**src/rtl/supv_pkg.sv**
```systemverilog
package supv_pkg;

    typedef logic [1:0] wd_lvl_t;

    typedef enum logic [1:0] {
        RS_HOLD  = 2'd0,
        RS_DELAY = 2'd1,
        RS_RUN   = 2'd2
    } rs_state_e;

    typedef enum logic [1:0] {
        WD_OFF   = 2'd0,
        WD_ARM   = 2'd1,
        WD_FAULT = 2'd2
    } wd_state_e;

    typedef enum logic [1:0] {
        CE_PASS  = 2'd0,
        CE_KEEP  = 2'd1,
        CE_BLOCK = 2'd2
    } ce_state_e;

    // Upper bit set means the line is undriven or at mid level
    function automatic logic lvl_driven(wd_lvl_t lvl);
        return !lvl[1];
    endfunction

endpackage

```
**src/rtl/supv_tick.sv**
```systemverilog
module supv_tick #(
    parameter int PRESCALE    = 1000,
    parameter int SYNC_STAGES = 2
) (
    input  logic clk,
    input  logic rst_n,
    input  logic ext_src_i,
    input  logic ext_clk_i,
    output logic tick_o
);

    localparam int PW = (PRESCALE > 1) ? $clog2(PRESCALE) : 1;

    logic tick_int;
    logic tick_ext;
    logic [SYNC_STAGES-1:0] sync_q;
    logic ext_last_q;

    // Internal tick source
    generate
        if (PRESCALE <= 1) begin : g_every
            assign tick_int = 1'b1;
        end else begin : g_div
            logic [PW-1:0] div_q;
            always_ff @(posedge clk or negedge rst_n) begin
                if (!rst_n) begin
                    div_q <= '0;
                end else if (div_q == PW'(PRESCALE - 1)) begin
                    div_q <= '0;
                end else begin
                    div_q <= div_q + 1'b1;
                end
            end
            assign tick_int = (div_q == PW'(PRESCALE - 1));
        end
    endgenerate

    // External tick source: synchronise, then detect the rising edge
    always_ff @(posedge clk or negedge rst_n) begin
        if (!rst_n) begin
            sync_q     <= '0;
            ext_last_q <= 1'b0;
        end else begin
            sync_q     <= {sync_q[SYNC_STAGES-2:0], ext_clk_i};
            ext_last_q <= sync_q[SYNC_STAGES-1];
        end
    end

    assign tick_ext = sync_q[SYNC_STAGES-1] & ~ext_last_q;
    assign tick_o   = ext_src_i ? tick_ext : tick_int;

endmodule

```
**src/rtl/supv_rst_seq.sv**
```systemverilog
module supv_rst_seq
    import supv_pkg::*;
#(
    parameter int RST_TICKS = 200
) (
    input  logic clk,
    input  logic rst_n,
    input  logic pwr_ok_i,
    input  logic tick_i,
    input  logic wd_expire_i,
    output logic rst_act_o
);

    localparam int CW = $clog2(RST_TICKS + 1);
    localparam logic [CW-1:0] LAST = CW'(RST_TICKS - 1);

    rs_state_e st_q, st_d;
    logic [CW-1:0] cnt_q, cnt_d;

    always_ff @(posedge clk or negedge rst_n) begin
        if (!rst_n) begin
            st_q  <= RS_HOLD;
            cnt_q <= '0;
        end else begin
            st_q  <= st_d;
            cnt_q <= cnt_d;
        end
    end

    always_comb begin
        st_d  = st_q;
        cnt_d = cnt_q;
        unique case (st_q)
            RS_HOLD: begin
                st_d  = RS_DELAY;
                cnt_d = '0;
            end
            RS_DELAY: begin
                if (tick_i) begin
                    if (cnt_q == LAST) begin
                        st_d  = RS_RUN;
                        cnt_d = '0;
                    end else begin
                        cnt_d = cnt_q + 1'b1;
                    end
                end
            end
            RS_RUN: begin
                if (wd_expire_i) begin
                    st_d  = RS_DELAY;   // watchdog pulse, same length
                    cnt_d = '0;
                end
            end
            default: begin
                st_d  = RS_HOLD;
                cnt_d = '0;
            end
        endcase
        if (!pwr_ok_i) begin
            st_d  = RS_HOLD;
            cnt_d = '0;
        end
    end

    // Output: reset asserts combinationally on supply loss
    always_comb begin
        rst_act_o = !((st_q == RS_RUN) && pwr_ok_i);
    end

endmodule

```
**src/rtl/supv_wdog.sv**
```systemverilog
module supv_wdog
    import supv_pkg::*;
#(
    parameter int WD_SHORT = 100,
    parameter int WD_LONG  = 1600
) (
    input  logic    clk,
    input  logic    rst_n,
    input  logic    tick_i,
    input  logic    rst_act_i,
    input  logic    long_sel_i,
    input  wd_lvl_t wd_lvl_i,
    output logic    expire_o,
    output logic    fault_o
);

    localparam int WD_MAX = (WD_LONG > WD_SHORT) ? WD_LONG : WD_SHORT;
    localparam int CW     = $clog2(WD_MAX + 1);

    wd_state_e st_q, st_d;
    logic [CW-1:0] cnt_q, cnt_d;
    wd_lvl_t lvl_q;
    logic driven;
    logic lvl_edge;
    logic expire_d;
    logic [CW-1:0] limit;

    assign driven   = lvl_driven(wd_lvl_i);
    assign lvl_edge = (wd_lvl_i != lvl_q);
    assign limit    = long_sel_i ? CW'(WD_LONG - 1) : CW'(WD_SHORT - 1);

    always_ff @(posedge clk or negedge rst_n) begin
        if (!rst_n) begin
            st_q  <= WD_OFF;
            cnt_q <= '0;
            lvl_q <= 2'b10;
        end else begin
            st_q  <= st_d;
            cnt_q <= cnt_d;
            lvl_q <= wd_lvl_i;
        end
    end

    always_comb begin
        st_d     = st_q;
        cnt_d    = cnt_q;
        expire_d = 1'b0;
        unique case (st_q)
            WD_OFF: begin
                cnt_d = '0;
                if (driven) begin
                    st_d = WD_ARM;
                end
            end
            WD_ARM: begin
                if (!driven) begin
                    st_d  = WD_OFF;
                    cnt_d = '0;
                end else if (lvl_edge || rst_act_i) begin
                    cnt_d = '0;
                end else if (tick_i) begin
                    if (cnt_q >= limit) begin
                        expire_d = 1'b1;
                        st_d     = WD_FAULT;
                        cnt_d    = '0;
                    end else begin
                        cnt_d = cnt_q + 1'b1;
                    end
                end
            end
            WD_FAULT: begin
                cnt_d = '0;
                if (!driven) begin
                    st_d = WD_OFF;
                end else if (lvl_edge) begin
                    st_d = WD_ARM;
                end
            end
            default: begin
                st_d  = WD_OFF;
                cnt_d = '0;
            end
        endcase
    end

    always_comb begin
        fault_o  = (st_q == WD_FAULT);
        expire_o = expire_d;
    end

endmodule

```
**src/rtl/supv_ce_gate.sv**
```systemverilog
module supv_ce_gate
    import supv_pkg::*;
#(
    parameter int CE_HOLD_CYC = 15
) (
    input  logic clk,
    input  logic rst_n,
    input  logic rst_act_i,
    input  logic ce_n_i,
    output logic ce_n_o
);

    localparam int CW = $clog2(CE_HOLD_CYC + 1);
    localparam logic [CW-1:0] LAST = CW'(CE_HOLD_CYC - 1);

    ce_state_e st_q, st_d;
    logic [CW-1:0] cnt_q, cnt_d;

    always_ff @(posedge clk or negedge rst_n) begin
        if (!rst_n) begin
            st_q  <= CE_BLOCK;
            cnt_q <= '0;
        end else begin
            st_q  <= st_d;
            cnt_q <= cnt_d;
        end
    end

    always_comb begin
        st_d  = st_q;
        cnt_d = cnt_q;
        unique case (st_q)
            CE_PASS: begin
                cnt_d = '0;
                if (rst_act_i) begin
                    st_d = ce_n_i ? CE_BLOCK : CE_KEEP;
                end
            end
            CE_KEEP: begin
                if (!rst_act_i) begin
                    st_d  = CE_PASS;
                    cnt_d = '0;
                end else if (ce_n_i || (cnt_q == LAST)) begin
                    st_d  = CE_BLOCK;
                    cnt_d = '0;
                end else begin
                    cnt_d = cnt_q + 1'b1;
                end
            end
            CE_BLOCK: begin
                cnt_d = '0;
                if (!rst_act_i) begin
                    st_d = CE_PASS;
                end
            end
            default: begin
                st_d  = CE_BLOCK;
                cnt_d = '0;
            end
        endcase
    end


    always_comb begin
        if (!rst_act_i) begin
            ce_n_o = ce_n_i;
        end else begin
            unique case (st_q)
                CE_PASS:  ce_n_o = ce_n_i;
                CE_KEEP:  ce_n_o = ce_n_i;
                default:  ce_n_o = 1'b1;
            endcase
        end
    end

endmodule

```
**src/rtl/supv_ctrl.sv**
```systemverilog
module supv_ctrl
    import supv_pkg::*;
#(
    parameter int PRESCALE    = 1000,
    parameter int SYNC_STAGES = 2,
    parameter int RST_TICKS   = 200,
    parameter int WD_SHORT    = 100,
    parameter int WD_LONG     = 1600,
    parameter int CE_HOLD_CYC = 15
) (
    input  logic       clk,
    input  logic       rst_n,
    input  logic       pwr_ok_i,
    input  logic [1:0] wd_lvl_i,
    input  logic       ce_n_i,
    input  logic       ext_src_i,
    input  logic       ext_clk_i,
    input  logic       long_sel_i,
    output logic       rst_n_o,
    output logic       rst_o,
    output logic       low_line_n_o,
    output logic       wd_fault_n_o,
    output logic       ce_n_o
);

    logic tick;
    logic rst_act;
    logic wd_expire;
    logic wd_fault;

    supv_tick #(
        .PRESCALE    (PRESCALE),
        .SYNC_STAGES (SYNC_STAGES)
    ) u_tick (
        .clk       (clk),
        .rst_n     (rst_n),
        .ext_src_i (ext_src_i),
        .ext_clk_i (ext_clk_i),
        .tick_o    (tick)
    );

    supv_rst_seq #(
        .RST_TICKS (RST_TICKS)
    ) u_rst_seq (
        .clk         (clk),
        .rst_n       (rst_n),
        .pwr_ok_i    (pwr_ok_i),
        .tick_i      (tick),
        .wd_expire_i (wd_expire),
        .rst_act_o   (rst_act)
    );

    supv_wdog #(
        .WD_SHORT (WD_SHORT),
        .WD_LONG  (WD_LONG)
    ) u_wdog (
        .clk        (clk),
        .rst_n      (rst_n),
        .tick_i     (tick),
        .rst_act_i  (rst_act),
        .long_sel_i (long_sel_i),
        .wd_lvl_i   (wd_lvl_i),
        .expire_o   (wd_expire),
        .fault_o    (wd_fault)
    );

    supv_ce_gate #(
        .CE_HOLD_CYC (CE_HOLD_CYC)
    ) u_ce_gate (
        .clk       (clk),
        .rst_n     (rst_n),
        .rst_act_i (rst_act),
        .ce_n_i    (ce_n_i),
        .ce_n_o    (ce_n_o)
    );

    assign rst_n_o      = ~rst_act;
    assign rst_o        = rst_act;
    assign low_line_n_o = pwr_ok_i;
    assign wd_fault_n_o = ~wd_fault;

endmodule

```
**config.mk**
```make
export PLATFORM = sky130hd
export DESIGN_NAME = supv_ctrl
export DESIGN_NICKNAME = d
export VERILOG_FILES = /design/src/rtl/supv_pkg.sv /design/src/rtl/supv_tick.sv /design/src/rtl/supv_rst_seq.sv /design/src/rtl/supv_wdog.sv /design/src/rtl/supv_ce_gate.sv /design/src/rtl/supv_ctrl.sv
export SDC_FILE = /design/constraint.sdc
export NUM_CORES = 1
export LEC_CHECK = 0
export CAP_MARGIN = 20
export CORE_UTILIZATION = 34
export DETAILED_ROUTE_END_ITERATION = 8
export DONT_BUFFER_PORTS = 1
export MAX_ROUTING_LAYER = met4
export PLACE_DENSITY_LB_ADDON = 0.2
export REMOVE_ABC_BUFFERS = 1
export SKIP_LAST_GASP = 1
export SLEW_MARGIN = 20
export SYNTH_ARGS = -nofsm -noshare
export SYNTH_HDL_FRONTEND = slang
export SYNTH_HIERARCHICAL = 1
export SYNTH_SLANG_ARGS = --single-unit
```
**constraint.sdc**
```tcl
create_clock -name clk -period 9.11 [get_ports clk]
set_input_delay 1.822 -clock clk [delete_from_list [all_inputs] [get_ports clk]]
set_output_delay 1.822 -clock clk [all_outputs]
set_load 0.1 [all_outputs]
```
==> results.txt <==
Routed len/inst: 12.7 µm
Syn Area/Cell: 9.79 µm²
Clock Latency Late Sink: 0.29 ns
Ports: 14
CTS H-Tree Depth: 2
Hold Crit Depth: 0
Top cells by area, synth: dfrtp_1 44%, ha_1 5.7%, nand3_1 4.6%
# setup viols final: 0
Slew @ Worst Pin: 0.836 ns
Antenna cells: 0
Dpl cells: 335
Reg2reg setup slack: 5.73 ns
Final non-filler cell total: 343
Postcts setup bufs: 0
Post-synth EDFFs: 0
Share of cells above drive strength 1: 10.9%
Worst Reg-to-Reg Cells: 9
Reg2reg start: u_rst_seq/st_q[0]$_DFFE_PN0P_
# hold bufs at CTS: 0
Cells after synthesis: 245
Routability cong.: 0.768
Remaining DRCs: 0
PD cells: 168 nW/µm²
Die W: 86.0 µm
Post-DRT Antenna Nets: 0
CTS Buffer Depth: 2
FF-to-FF End: u_rst_seq/cnt_q[7]$_DFFE_PN0P_
Critical path arrival: 2.79 ns
Sequential element share of the synthesized area: 46.0%
Hold Crit Class: flop to flop
Yosys cell types: 58
Worst slack, placed: 4.42 ns
Vias in the first global route: 1636
Num CTS Buffers: 5
Area leader, netlist: dfrtp_1
Post-CTS Resized: 0
Clk slew on worst S/H paths: 0.09 ns
Die area: 7390 µm²
FF+latch count, synth: 44
Num rows: 30
Tot GR Track Use: 13.5%
Via density per instance: 5.10
Power Total: 0.439 mW
Initial antenna violation count: 0
Crit path max fanout: 8
Max Cap Viol: 0
Total negative slack: 0 ns
Highest Clock Rate: 217 MHz
Final Max Slew Viols: 0
Status: complete, no violations
DR pass1 iterations: 4
Via count: 1751
DR iter-0 viols: 58
Ys Warns: 6
Clk root buf: clkbuf_8
RSZ-0062 raised after global routing: no
Min-delay src: u_tick/sync_q[0]$_DFF_PN0_
Final Hold Violating Endpoints: 0
Synthesis-to-finish area growth: 8.97%
VDD IR-drop max: 0.0931 mV
Post-synth top area share: 43.8%
Post-synthesis async set-or-reset flop share: 100%
Synthesized cell area: 2400 µm²
CTS tree: yes
Chip height: 86.0 µm
Crit path required time: 7.29 ns
Clock sink count: 44
Pleak: 1.08 nW
Period utilization: 50.7%
First-pass GRT wire length: 7.76 mm
Initial core utilization: 35.3%
Port-buffer cells: 0
Hold worst-path end: u_tick/sync_q[1]$_DFF_PN0_
Crit end category: output pin
Setup ws final: 4.49 ns
Max-slew headroom: 44.2%
Core region area: 6790 µm²
Largest net degree at the start of global routing: 45
Routed WL: 4.37 mm
Skew final: 0.00682 ns
Final net count: 266
GRT overflow: 0
Crit path kind: primary input to output pin
Detailed Place HPWL: 2.99 mm
Dominant synthesized flop cell: dfrtp_1
Clock period minus worst slack: 4.62 ns
CP Launch Type: primary input
[flip-flops by register name (all words and copies together), names as in the netlist]
register / flops
u_rst_seq/cnt_q: 8
u_tick/ext_last_q: 1
u_tick/sync_q: 2
u_rst_seq/st_q: 2
u_wdog/cnt_q: 11
u_wdog/lvl_q: 2
u_ce_gate/st_q: 2
u_wdog/st_q: 2
u_tick/g_div.div_q: 10
u_ce_gate/cnt_q: 4
[cells in the final DEF (no fill, tap or decap), types with 6 or more instances in the layout]
cell type,synthesis,final
inv_1,7,7
a21oi_1,8,8
nand3b_1,6,6
nand2_1,27,27
o21ai_0,8,8
nand3_1,22,22
a31oi_1,9,9
xor2_1,6,6
dfrtp_1,42,42
xnor2_1,6,6
ha_1,11,11
nor2_1,18,18
[critical path: stages]
cell and delay (ns):
nand3b_1 0.06, buf_4 0.26, inv_1 0.65
[worst max path at each step]
stage / startpoint / endpoint / cells past startpoint
global placement: pwr_ok_i / u_rst_seq/cnt_q[7]$_DFFE_PN0P_ / 9
global route: pwr_ok_i / rst_n_o / 3
floorplan: pwr_ok_i / rst_n_o / 2
detailed placement: pwr_ok_i / u_rst_seq/cnt_q[7]$_DFFE_PN0P_ / 9
finish: pwr_ok_i / rst_n_o / 3
CTS: pwr_ok_i / rst_n_o / 3
[synth_stat cells (all sizes together), types with 2 or more instances]
cell type,count
nand4,5
xor2,6
and3,5
nand3b,6
o211ai,2
or3,2
or2,2
a21o,4
dfstp,2
dfrtp,42
clkbuf,5
nor2,19
ha,11
a21oi,9
nor4,3
nand2,27
and4bb,2
and2,4
nand4b,3
nand2b,2
a31oi,9
nor3,7
o31ai,3
inv,7
and4,3
o21ai,9
buf,4
xnor2,6
nand3,22
[power breakdown]
group	total, mW	leakage [nW]	switching (mW)	internal, mW
Combinational	0.0699	0.444	0.0488	0.0210
Clock	0.153	0.0548	0.0703	0.0826
Sequential	0.217	0.579	0.0101	0.207
Total	0.439	1.08	0.129	0.310
[stage by stage]
stage          cell area, µm²  util [%]  hold slack [ns]
2_1_floorplan            2350         -            0.331
3_3_place_gp             2500      36.8            0.334
3_5_place_dp             2500      36.8            0.336
4_1_cts                  2610      38.5            0.350
5_1_grt                  2610      38.5            0.350
6_report                 2610      38.5            0.348
[cell families after synthesis]
family,synth area share (%)
simple gates,28.3
compound gates,12.1
flops,46.0
buf+inv,3.08
xor+xnor,4.38
fa+ha+maj,5.74
mux,0.417
[final cells by class]
cell class              instances  area [µm²]
inverters                       7        26.3
repair buffers                  3        22.5
flip-flops and latches         44        1100
clock buffers                   5        68.8
fillers                       679        4180
multi-input cells             185        1230
well taps                      96         120
clock inverters                 3        46.3
[per-layer routing]
metal,global-route usage [%],part of all wire (%),up-vias
met5,-,0,-
met1,18.5,52,847
met3,3.08,2.4,4
met4,3.64,0.96,0
li1,-,-,891
met2,20.1,44,9
Power figures use the tool's default switching activity.
